File: config.mk
export PLATFORM = sky130hd
export DESIGN_NAME = burst_write_seq
export DESIGN_NICKNAME = d
export VERILOG_FILES = /design/src/rtl/bws_pkg.sv /design/src/rtl/bws_timing.sv /design/src/rtl/bws_cmd.sv /design/src/rtl/bws_beat.sv /design/src/rtl/burst_write_seq.sv
export SDC_FILE = /design/constraint.sdc
export NUM_CORES = 1
export LEC_CHECK = 0
export BUFFER_PORTS_ARGS = -buffer_cell sky130_fd_sc_hd__buf_2
export CAP_MARGIN = 25
export CORE_MARGIN = 4
export CORE_UTILIZATION = 49
export DETAILED_ROUTE_END_ITERATION = 10
export GPL_TIMING_DRIVEN = 0
export PLACE_DENSITY_LB_ADDON = 0.2
export SLEW_MARGIN = 5
export SYNTH_ARGS = -nofsm -noshare
export SYNTH_HDL_FRONTEND = slang
export SYNTH_SLANG_ARGS = --single-unit
export TNS_END_PERCENT = 30
File: constraint.sdc
create_clock -name clk -period 12.9 [get_ports clk]
set_input_delay 2.58 -clock clk [delete_from_list [all_inputs] [get_ports clk]]
set_output_delay 2.58 -clock clk [all_outputs]
set_load 0.005 [all_outputs]
File: src/rtl/bws_pkg.sv
package bws_pkg;

  typedef enum logic [1:0] {
    CMD_NOP = 2'd0,
    CMD_ACT = 2'd1,
    CMD_WR  = 2'd2,
    CMD_PRE = 2'd3
  } bws_cmd_e;

  localparam int unsigned BL_SHORT = 4;
  localparam int unsigned BL_LONG  = 8;
  localparam int unsigned CL_FLOOR = 2;

endpackage

File: src/rtl/bws_timing.sv
module bws_timing
  import bws_pkg::*;
#(
  parameter int AL_W   = 3,
  parameter int CL_W   = 3,
  parameter int TRCD_W = 4,
  parameter int TWR_W  = 4,
  parameter int T_W    = 7
) (
  input  logic [AL_W-1:0]   al,
  input  logic [CL_W-1:0]   cl,
  input  logic [TRCD_W-1:0] trcd,
  input  logic [TWR_W-1:0]  twr,
  input  logic              bl8,
  output logic [T_W-1:0]    t_wr,
  output logic [T_W-1:0]    t_beat0,
  output logic [T_W-1:0]    t_last,
  output logic [T_W-1:0]    t_pre
);

  logic [T_W-1:0] al_t, cl_t, trcd_t, twr_t, gap, wl, bl_t;

  // Milestones are offsets counted from the activate cycle.
  always_comb begin
    al_t   = T_W'(al);
    cl_t   = T_W'(cl);
    trcd_t = T_W'(trcd);
    twr_t  = T_W'(twr);
    if (cl_t < T_W'(CL_FLOOR)) cl_t = T_W'(CL_FLOOR);
    // write may go out early by AL, never in the activate cycle itself
    gap     = (trcd_t > al_t + T_W'(1)) ? (trcd_t - al_t) : T_W'(1);
    wl      = al_t + cl_t - T_W'(1);
    bl_t    = bl8 ? T_W'(BL_LONG) : T_W'(BL_SHORT);
    t_wr    = gap;
    t_beat0 = gap + wl;
    t_last  = gap + wl + bl_t - T_W'(1);
    t_pre   = gap + wl + bl_t + twr_t;
  end

endmodule

File: src/rtl/bws_cmd.sv
module bws_cmd
  import bws_pkg::*;
#(
  parameter int BANK_W = 3,
  parameter int ROW_W  = 14,
  parameter int COL_W  = 10,
  parameter int ADDR_W = 14,
  parameter int T_W    = 7
) (
  input  logic              clk,
  input  logic              rst_n,
  input  logic              req_valid,
  output logic              req_ready,
  input  logic [BANK_W-1:0] req_bank,
  input  logic [ROW_W-1:0]  req_row,
  input  logic [COL_W-1:0]  req_col,
  input  logic [T_W-1:0]    t_wr,
  input  logic [T_W-1:0]    t_pre,
  output logic              accept,
  output logic              active,
  output logic [T_W-1:0]    t_now,
  output logic [1:0]        cmd_o,
  output logic [BANK_W-1:0] ba_o,
  output logic [ADDR_W-1:0] addr_o
);

  logic              active_q;
  logic [T_W-1:0]    t_q;
  logic [BANK_W-1:0] bank_q;
  logic [ROW_W-1:0]  row_q;
  logic [COL_W-1:0]  col_q;
  bws_cmd_e          cmd;

  assign req_ready = !active_q;
  assign accept    = req_valid && !active_q;
  assign active    = active_q;
  assign t_now     = t_q;

  always_ff @(posedge clk) begin
    if (!rst_n) begin
      active_q <= 1'b0;
      t_q      <= '0;
      bank_q   <= '0;
      row_q    <= '0;
      col_q    <= '0;
    end else if (accept) begin
      active_q <= 1'b1;
      t_q      <= '0;
      bank_q   <= req_bank;
      row_q    <= req_row;
      col_q    <= req_col;
    end else if (active_q) begin
      if (t_q == t_pre) begin
        active_q <= 1'b0;
        t_q      <= '0;
      end else begin
        t_q <= t_q + T_W'(1);
      end
    end
  end

  always_comb begin
    cmd    = CMD_NOP;
    ba_o   = '0;
    addr_o = '0;
    if (active_q) begin
      if (t_q == '0) begin
        cmd    = CMD_ACT;
        ba_o   = bank_q;
        addr_o = ADDR_W'(row_q);
      end else if (t_q == t_wr) begin
        cmd    = CMD_WR;
        ba_o   = bank_q;
        addr_o = ADDR_W'(col_q);
      end else if (t_q == t_pre) begin
        cmd    = CMD_PRE;
        ba_o   = bank_q;
      end
    end
  end

  assign cmd_o = cmd;

  AST_ACCEPT_OPENS_ROW: assert property (@(posedge clk) disable iff (!rst_n)
    (req_valid && req_ready) |=> (cmd_o == CMD_ACT));
  AST_ACT_ONLY_ON_ACCEPT: assert property (@(posedge clk) disable iff (!rst_n)
    (cmd_o == CMD_ACT) |-> $past(req_valid && req_ready));
  AST_WR_WHILE_BUSY: assert property (@(posedge clk) disable iff (!rst_n)
    (cmd_o == CMD_WR) |-> !req_ready);
  AST_PRE_RELEASES: assert property (@(posedge clk) disable iff (!rst_n)
    (cmd_o == CMD_PRE) |=> req_ready);
  AST_NOP_QUIET_BUS: assert property (@(posedge clk) disable iff (!rst_n)
    (cmd_o == CMD_NOP) |-> (addr_o == '0 && ba_o == '0));

endmodule

File: src/rtl/bws_beat.sv
module bws_beat
  import bws_pkg::*;
#(
  parameter int DATA_W = 16,
  parameter int T_W    = 7
) (
  input  logic              clk,
  input  logic              rst_n,
  input  logic              active,
  input  logic [T_W-1:0]    t_now,
  input  logic [T_W-1:0]    t_beat0,
  input  logic [T_W-1:0]    t_last,
  input  logic              bl8,
  input  logic              wd_valid,
  output logic              wd_ready,
  input  logic [DATA_W-1:0] wd_data,
  output logic              dqs_oe,
  output logic              dq_oe,
  output logic [DATA_W-1:0] dq_o
);

  logic [T_W-1:0]    t_next;
  logic              dq_oe_q;
  logic [DATA_W-1:0] dq_q;
  logic [3:0]        beats_q;
  logic [3:0]        bl_n;

  assign t_next   = t_now + T_W'(1);
  // slot ahead: the handshake on this edge fills the next cycle's beat
  assign wd_ready = active && (t_next >= t_beat0) && (t_next <= t_last);
  // strobe preamble starts one cycle ahead of the first beat
  assign dqs_oe   = active && (t_next >= t_beat0) && (t_now <= t_last);

  always_ff @(posedge clk) begin
    if (!rst_n) begin
      dq_oe_q <= 1'b0;
      dq_q    <= '0;
    end else if (wd_ready) begin
      dq_oe_q <= 1'b1;
      dq_q    <= wd_valid ? wd_data : '0;
    end else begin
      dq_oe_q <= 1'b0;
      dq_q    <= '0;
    end
  end

  assign dq_oe = dq_oe_q;
  assign dq_o  = dq_q;

  // beat tally used by the checks below
  assign bl_n = bl8 ? 4'(BL_LONG) : 4'(BL_SHORT);

  always_ff @(posedge clk) begin
    if (!rst_n || !active) beats_q <= '0;
    else if (dq_oe_q)      beats_q <= beats_q + 4'd1;
  end

  AST_NO_OVERFLOW: assert property (@(posedge clk) disable iff (!rst_n)
    beats_q <= bl_n);
  AST_PREAMBLE_LEADS: assert property (@(posedge clk) disable iff (!rst_n)
    $rose(dq_oe) |-> $past(dqs_oe));
  AST_STROBE_COVERS_DATA: assert property (@(posedge clk) disable iff (!rst_n)
    dq_oe |-> dqs_oe);
  AST_IDLE_DATA_ZERO: assert property (@(posedge clk) disable iff (!rst_n)
    !dq_oe |-> (dq_o == '0));
  AST_BEAT_FOLLOWS_READY: assert property (@(posedge clk) disable iff (!rst_n)
    wd_ready |=> dq_oe);

endmodule

File: src/rtl/burst_write_seq.sv
module burst_write_seq
  import bws_pkg::*;
#(
  parameter int BANK_W = 3,
  parameter int ROW_W  = 14,
  parameter int COL_W  = 10,
  parameter int ADDR_W = 14,
  parameter int DATA_W = 16,
  parameter int AL_W   = 3,
  parameter int CL_W   = 3,
  parameter int TRCD_W = 4,
  parameter int TWR_W  = 4
) (
  input  logic              clk,
  input  logic              rst_n,
  input  logic [AL_W-1:0]   cfg_al,
  input  logic [CL_W-1:0]   cfg_cl,
  input  logic [TRCD_W-1:0] cfg_trcd,
  input  logic [TWR_W-1:0]  cfg_twr,
  input  logic              cfg_bl8,
  input  logic              req_valid,
  output logic              req_ready,
  input  logic [BANK_W-1:0] req_bank,
  input  logic [ROW_W-1:0]  req_row,
  input  logic [COL_W-1:0]  req_col,
  input  logic              wd_valid,
  output logic              wd_ready,
  input  logic [DATA_W-1:0] wd_data,
  output logic [1:0]        cmd_o,
  output logic [BANK_W-1:0] ba_o,
  output logic [ADDR_W-1:0] addr_o,
  output logic              dqs_oe,
  output logic              dq_oe,
  output logic [DATA_W-1:0] dq_o
);

  localparam int T_MAX = (1 << TRCD_W) + (1 << AL_W) + 2 * (1 << CL_W)
                       + (1 << TWR_W) + int'(BL_LONG);
  localparam int T_W   = $clog2(T_MAX) + 1;

  logic [AL_W-1:0]   al_q;
  logic [CL_W-1:0]   cl_q;
  logic [TRCD_W-1:0] trcd_q;
  logic [TWR_W-1:0]  twr_q;
  logic              bl8_q;
  logic              accept, active;
  logic [T_W-1:0]    t_now, t_wr, t_beat0, t_last, t_pre;

  always_ff @(posedge clk) begin
    if (!rst_n) begin
      al_q   <= '0;
      cl_q   <= CL_W'(CL_FLOOR);
      trcd_q <= '0;
      twr_q  <= '0;
      bl8_q  <= 1'b0;
    end else if (accept) begin
      al_q   <= cfg_al;
      cl_q   <= cfg_cl;
      trcd_q <= cfg_trcd;
      twr_q  <= cfg_twr;
      bl8_q  <= cfg_bl8;
    end
  end

  bws_timing #(
    .AL_W(AL_W), .CL_W(CL_W), .TRCD_W(TRCD_W), .TWR_W(TWR_W), .T_W(T_W)
  ) timing_i (
    .al(al_q), .cl(cl_q), .trcd(trcd_q), .twr(twr_q), .bl8(bl8_q),
    .t_wr(t_wr), .t_beat0(t_beat0), .t_last(t_last), .t_pre(t_pre)
  );

  bws_cmd #(
    .BANK_W(BANK_W), .ROW_W(ROW_W), .COL_W(COL_W), .ADDR_W(ADDR_W), .T_W(T_W)
  ) cmd_i (
    .clk(clk), .rst_n(rst_n),
    .req_valid(req_valid), .req_ready(req_ready),
    .req_bank(req_bank), .req_row(req_row), .req_col(req_col),
    .t_wr(t_wr), .t_pre(t_pre),
    .accept(accept), .active(active), .t_now(t_now),
    .cmd_o(cmd_o), .ba_o(ba_o), .addr_o(addr_o)
  );

  bws_beat #(
    .DATA_W(DATA_W), .T_W(T_W)
  ) beat_i (
    .clk(clk), .rst_n(rst_n),
    .active(active), .t_now(t_now), .t_beat0(t_beat0), .t_last(t_last),
    .bl8(bl8_q),
    .wd_valid(wd_valid), .wd_ready(wd_ready), .wd_data(wd_data),
    .dqs_oe(dqs_oe), .dq_oe(dq_oe), .dq_o(dq_o)
  );

  AST_CFG_HELD: assert property (@(posedge clk) disable iff (!rst_n)
    (active && !$past(accept)) |-> ($stable(al_q) && $stable(cl_q) && $stable(twr_q)));

endmodule

Word-level counts from Yosys, hierarchy flattened
Index checks and enable logic that the tools add are counted.
- multiplexer cells: 19
- $lt $le $gt $ge: 5
- add/sub/neg operators: 9
- equal/unequal tests: 2
- bitwise operators: 1
- reductions and logical operators: 8
- operators with widths (kind ; count):
    two-way mux 14 bit ; 2
    two-way mux 3 bit ; 5
    adder 7 bit ; 2
    == test 7 bit ; 2
    <= comparator 7 bit ; 2
    two-way mux 7 bit ; 2
    subtractor 7 x 1 -> 7 bit (second input constant) ; 2
    two-way mux 10 bit ; 1
    two-way mux 2 bit ; 4
    adder 7 x 1 -> 7 bit (second input constant) ; 1
    adder 7 x 4 -> 7 bit ; 1
    greater-or-equal comparator 7 bit ; 1
    > comparator 4 x 7 -> 1 bit ; 1
    logical NOT 7 bit ; 1
    subtractor 4 x 3 -> 5 bit ; 1
    adder 3 x 1 -> 4 bit (second input constant) ; 1
    adder 3 x 3 -> 4 bit ; 1
    logical AND 1 bit ; 4
    two-way mux 1 bit ; 4
    two-way mux 4 bit ; 1
    < comparator 3 x 2 -> 1 bit (second input constant) ; 1
    AND reduction 3 bit ; 1
    OR reduction 2 bit ; 1
    logical NOT 1 bit ; 1
    inverter 1 bit ; 1
- flip-flop bits (word level): 67
- word-level logic and storage cells: 56
- output and inout bits: 39

Longest topological paths before layout
- depth after elaboration: 12
- depth in mapped cells: 25

Modules after synthesis
Synthesis repeated with hierarchy kept, for this count alone.
- cell total of the unflattened synthesis: 537
- area total of the unflattened synthesis: 4692.0 um2
- modules (own cells, without submodules) (module ; instances ; cells each ; area each (um2)):
    bws_cmd ; 1 ; 214 ; 1781.7
    bws_timing ; 1 ; 139 ; 1171.1
    bws_beat ; 1 ; 136 ; 1162.4
    burst_write_seq ; 1 ; 48 ; 576.8

Worst setup path before layout
OpenSTA, ideal clock, no wires.
- path type: register to output
- start: register al_q[1]
- end: output port wd_ready
- path buffers: 0
- cell stages (with the launch flop): 25
- data required time: 10.320 ns
- data arrival time: 5.208 ns
- setup slack: 5.112 ns
- path through: dfxtp_1 -> ha_1 -> xnor2_1 -> ha_1 -> o21ai_0 -> a21oi_1 -> o21a_1 -> nand2_1 -> ha_1 -> inv_1 -> ha_1 -> fa_1 -> xor2_1 -> inv_1 -> fa_1 -> nor2b_1 -> o211ai_1 -> and2_1 -> xnor2_1 -> ha_1 -> o21a_1 -> o22a_1 -> maj3_2 -> maj3_2 -> nor2b_1
- longest elaborated chain between the ends: 8
- ends and longest elaborated chain (element ; line ; RTL):
    start: declaration ; burst_write_seq.sv:41 ; logic [AL_W-1:0] al_q;
    start signal: assignment ; burst_write_seq.sv:57 ; al_q <= cfg_al;
    adder 3 x 1 -> 4 bit ; bws_timing.sv:31 ; gap = (trcd_t > al_t + T_W'(1)) ? (trcd_t - al_t) : T_W'(1);
    > comparator 4 x 7 -> 1 bit ; bws_timing.sv:31 ;
    two-way mux 7 bit ; bws_timing.sv:31 ;
    adder 7 bit (*) ; bws_timing.sv:35, bws_timing.sv:36 ;
    adder 7 bit ; bws_timing.sv:36 ; t_last = gap + wl + bl_t - T_W'(1);
    subtractor 7 x 1 -> 7 bit ; bws_timing.sv:36 ;
    <= comparator 7 bit ; bws_beat.sv:30 ; assign wd_ready = active && (t_next >= t_beat0) && (t_next <= t_last);
    logical AND 1 bit (*) ; bws_beat.sv:30 ;
    end: declaration ; burst_write_seq.sv:27 ; output logic wd_ready,
Every way passes the cells marked *; elsewhere a longest branch is shown, timed or not.

Worst setup path after layout
Ends and elaborated chain as after synthesis.

==> results.ini <==
[sta]
final.period_utilization = 0.6880
worstMarginPinSlew_ns = 0.7653
slew_violations = 0
worst_slack_ns = 4.025
skew_ns = 0.01424
hold_viol = 0
min_period_ns = 8.875
finalSetupTns_ns = 0
rsz0062_at_grt = false
slew_headroom = 0.4887
finalSetupViolCount = 0
fmax_ghz = 0.1127

[worst_setup_path]
crit_arrival_ns = 6.30
crit_required_ns = 10.32
crit_type = flop to output port
path_max_fanout = 9
cp-start-kind = flop
cp-end-kind = output port

[yosys]
synth-seq-area-share = 0.3096
synth_cell_types = 51
ys_ff_latch = 67
synth-edff-count = 0
syn_area_um2 = 4332
synthCells = 534
synth_warnings = 0
syn-num-nets = 646
synthArstFlopShare = 0
avgSynthCellArea_um2 = 8.112
synth_flop_cell = dfxtp_1

[cts]
clkTransAtPathRegs_ns = 0.08
hold_buffers = 0
htreeDepth = 3
clk_latency_ns = 0.35
numCtsBuffers = 9
post_cts_buffers = 0
cts_resized = 0
clock_path_buffers = 2
cts_tree = yes
cts_sinks = 67
clock-root-buffer = clkbuf_8

[floorplan]
rows = 34
pin_count = 101
die_w_um = 102.0
core_area_um2 = 8678
initial_core_util = 0.4991
die_area_um2 = 10410
fp.dieH_um = 102.0

[power_and_ir_drop]
power_mw = 0.7902
p_leak_nw = 2.425
vdd_drop_max_v = 0.00008072
power_density_nw_per_um2 = 152.9

[detailed_routing]
drtPass1Iterations = 4
drt_iter0_markers = 145
drc_errors = 0
drtAntennaViolNets = 0
wirelength_um = 10750
wl_per_cell_um = 14.18
vias = 3913
routed_via_density = 5.162

[finish]
nets = 757
diodes = 0
drive_gt1_frac = 0.2108
multiInputGateArea_um2 = 2758
n_fill_cell = 824
layout.cells.most_common = nand2_1
regArea_um2 = 1341
layout_common_cells = 106 x nand2_1, 100 x buf_2, 67 x dfxtp_1
area_delta_synth_final_pct = 19.30

[global_route]
grt_usage = 0.2095
overflow = 0
grt_max_degree = 14
antenna_found_initial = 0
grt_pass1_vias = 3897
grt_pass1_wl_um = 17580

[placement]
preCtsSetupSlack_ns = 4.377
hpwl_um = 8488
portBuffers = 100
place.gp.congestion = 0.8437

[run_status]
status = finished clean

[min_path]
hp-class = flop to flop

[run]
cap_violations = 0

[cell usage after synthesis (all sizes together) (10+ instances only)]
| cell type | count | area, um^2 |
|---|---|---|
| inv | 34 | 127.6 |
| nor2 | 35 | 156.4 |
| o21ai | 12 | 60.06 |
| xnor2 | 20 | 175.2 |
| nand3 | 27 | 135.1 |
| clkbuf | 24 | 90.09 |
| a21boi | 42 | 315.3 |
| xor2 | 11 | 96.34 |
| ha | 45 | 563.0 |
| dfxtp | 67 | 1341 |
| a22o | 10 | 87.58 |
| nand2 | 106 | 397.9 |
| a21oi | 11 | 55.05 |
[final timing paths]
path,cells past startpoint,endpoint,slack (ns),start
worst min register to register,2,cmd_i.row_q[8]$_SDFFE_PN0P_,0.47,cmd_i.row_q[8]$_SDFFE_PN0P_
worst max register to register,25,beat_i.dq_o[12]$_SDFF_PN0_,6.84,al_q[1]$_SDFFE_PN0P_
worst min-delay path,2,cmd_i.row_q[8]$_SDFFE_PN0P_,0.47,cmd_i.row_q[8]$_SDFFE_PN0P_
worst max-delay path,25,wd_ready,4.02,al_q[1]$_SDFFE_PN0P_
[state kept, by name, indices dropped and copies added, names as in the netlist]
| register | count |
|---|---|
| cl_q | 3 |
| trcd_q | 4 |
| bl8_q | 1 |
| twr_q | 4 |
| al_q | 3 |
| beat_i.dq_o | 16 |
| cmd_i.col_q | 10 |
| cmd_i.t_now | 7 |
| cmd_i.active | 1 |
| cmd_i.row_q | 14 |
| beat_i.dq_oe | 1 |
| cmd_i.bank_q | 3 |
[stage by stage]
step / std cells / hold WS, ns / instance area (um^2) / utilization
6_report: 758 / 0.4673 / 5167 / 0.5954
5_1_grt: 758 / 0.4892 / 5167 / 0.5954
4_1_cts: 758 / 0.4704 / 5167 / 0.5954
3_5_place_dp: 742 / 0.4604 / 4967 / 0.5724
3_3_place_gp: 742 / 0.4487 / 4967 / 0.5724
2_1_floorplan: 534 / 0.4388 / 4332 / -
[metal layers]
layer | part of all wire | wire (um) | up-vias | track usage
li1 | - | - | 2029 | -
met1 | 0.44 | 4759 | 1791 | 0.2657
met2 | 0.49 | 5261 | 82 | 0.3623
met3 | 0.056 | 598 | 11 | 0.04437
met4 | 0.012 | 127 | 0 | 0.05348
met5 | 0 | 0 | - | 0
[critical path, cell delays in order, from the launching register on]
cell and delay (ns):
dfxtp_1 0.48, ha_1 0.21, xnor2_1 0.07, ha_1 0.29
o21ai_0 0.10, a21oi_1 0.20, o21a_1 0.24, nand2_1 0.13
ha_1 0.29, inv_1 0.04, ha_1 0.22, fa_1 0.44
xor2_1 0.24, inv_1 0.11, fa_1 0.54, nor2b_1 0.20
o211ai_1 0.19, and2_1 0.23, xnor2_1 0.18, ha_1 0.30
o21a_1 0.12, o22a_1 0.20, maj3_2 0.30, maj3_2 0.39
nor2b_1 0.12, buf_2 0.11
[cells by family (layout without fill, tap and decap cells)]
| logic type | count (synthesis) | after routing | share of synthesized area |
|---|---|---|---|
| xor+xnor | 31 | 31 | 0.06268 |
| flops | 67 | 67 | 0.3096 |
| compound gates | 113 | 113 | 0.1892 |
| mux | 2 | 2 | 0.004622 |
| fa+ha+maj | 52 | 52 | 0.1583 |
| simple gates | 209 | 209 | 0.2218 |
| buf+inv | 60 | 176 | 0.05373 |
[area by class of cell]
class	count	share of cell area
multi-input combinational	407	0.5337
sequential	67	0.2596
timing repair buffer	100	0.09685
tap	108	0.02615
inverter	34	0.02470
clock buffer	9	0.02397
buffer	26	0.02034
clock inverter	7	0.01477
[report_power, final]
group	switching [mW]	internal (mW)	leakage (nW)	total [mW]
Sequential	0.00761	0.216	0.547	0.223
Clock	0.0900	0.0909	0.102	0.181
Combinational	0.216	0.170	1.78	0.386
Total	0.314	0.476	2.43	0.790
Power figures use the tool's default switching activity.
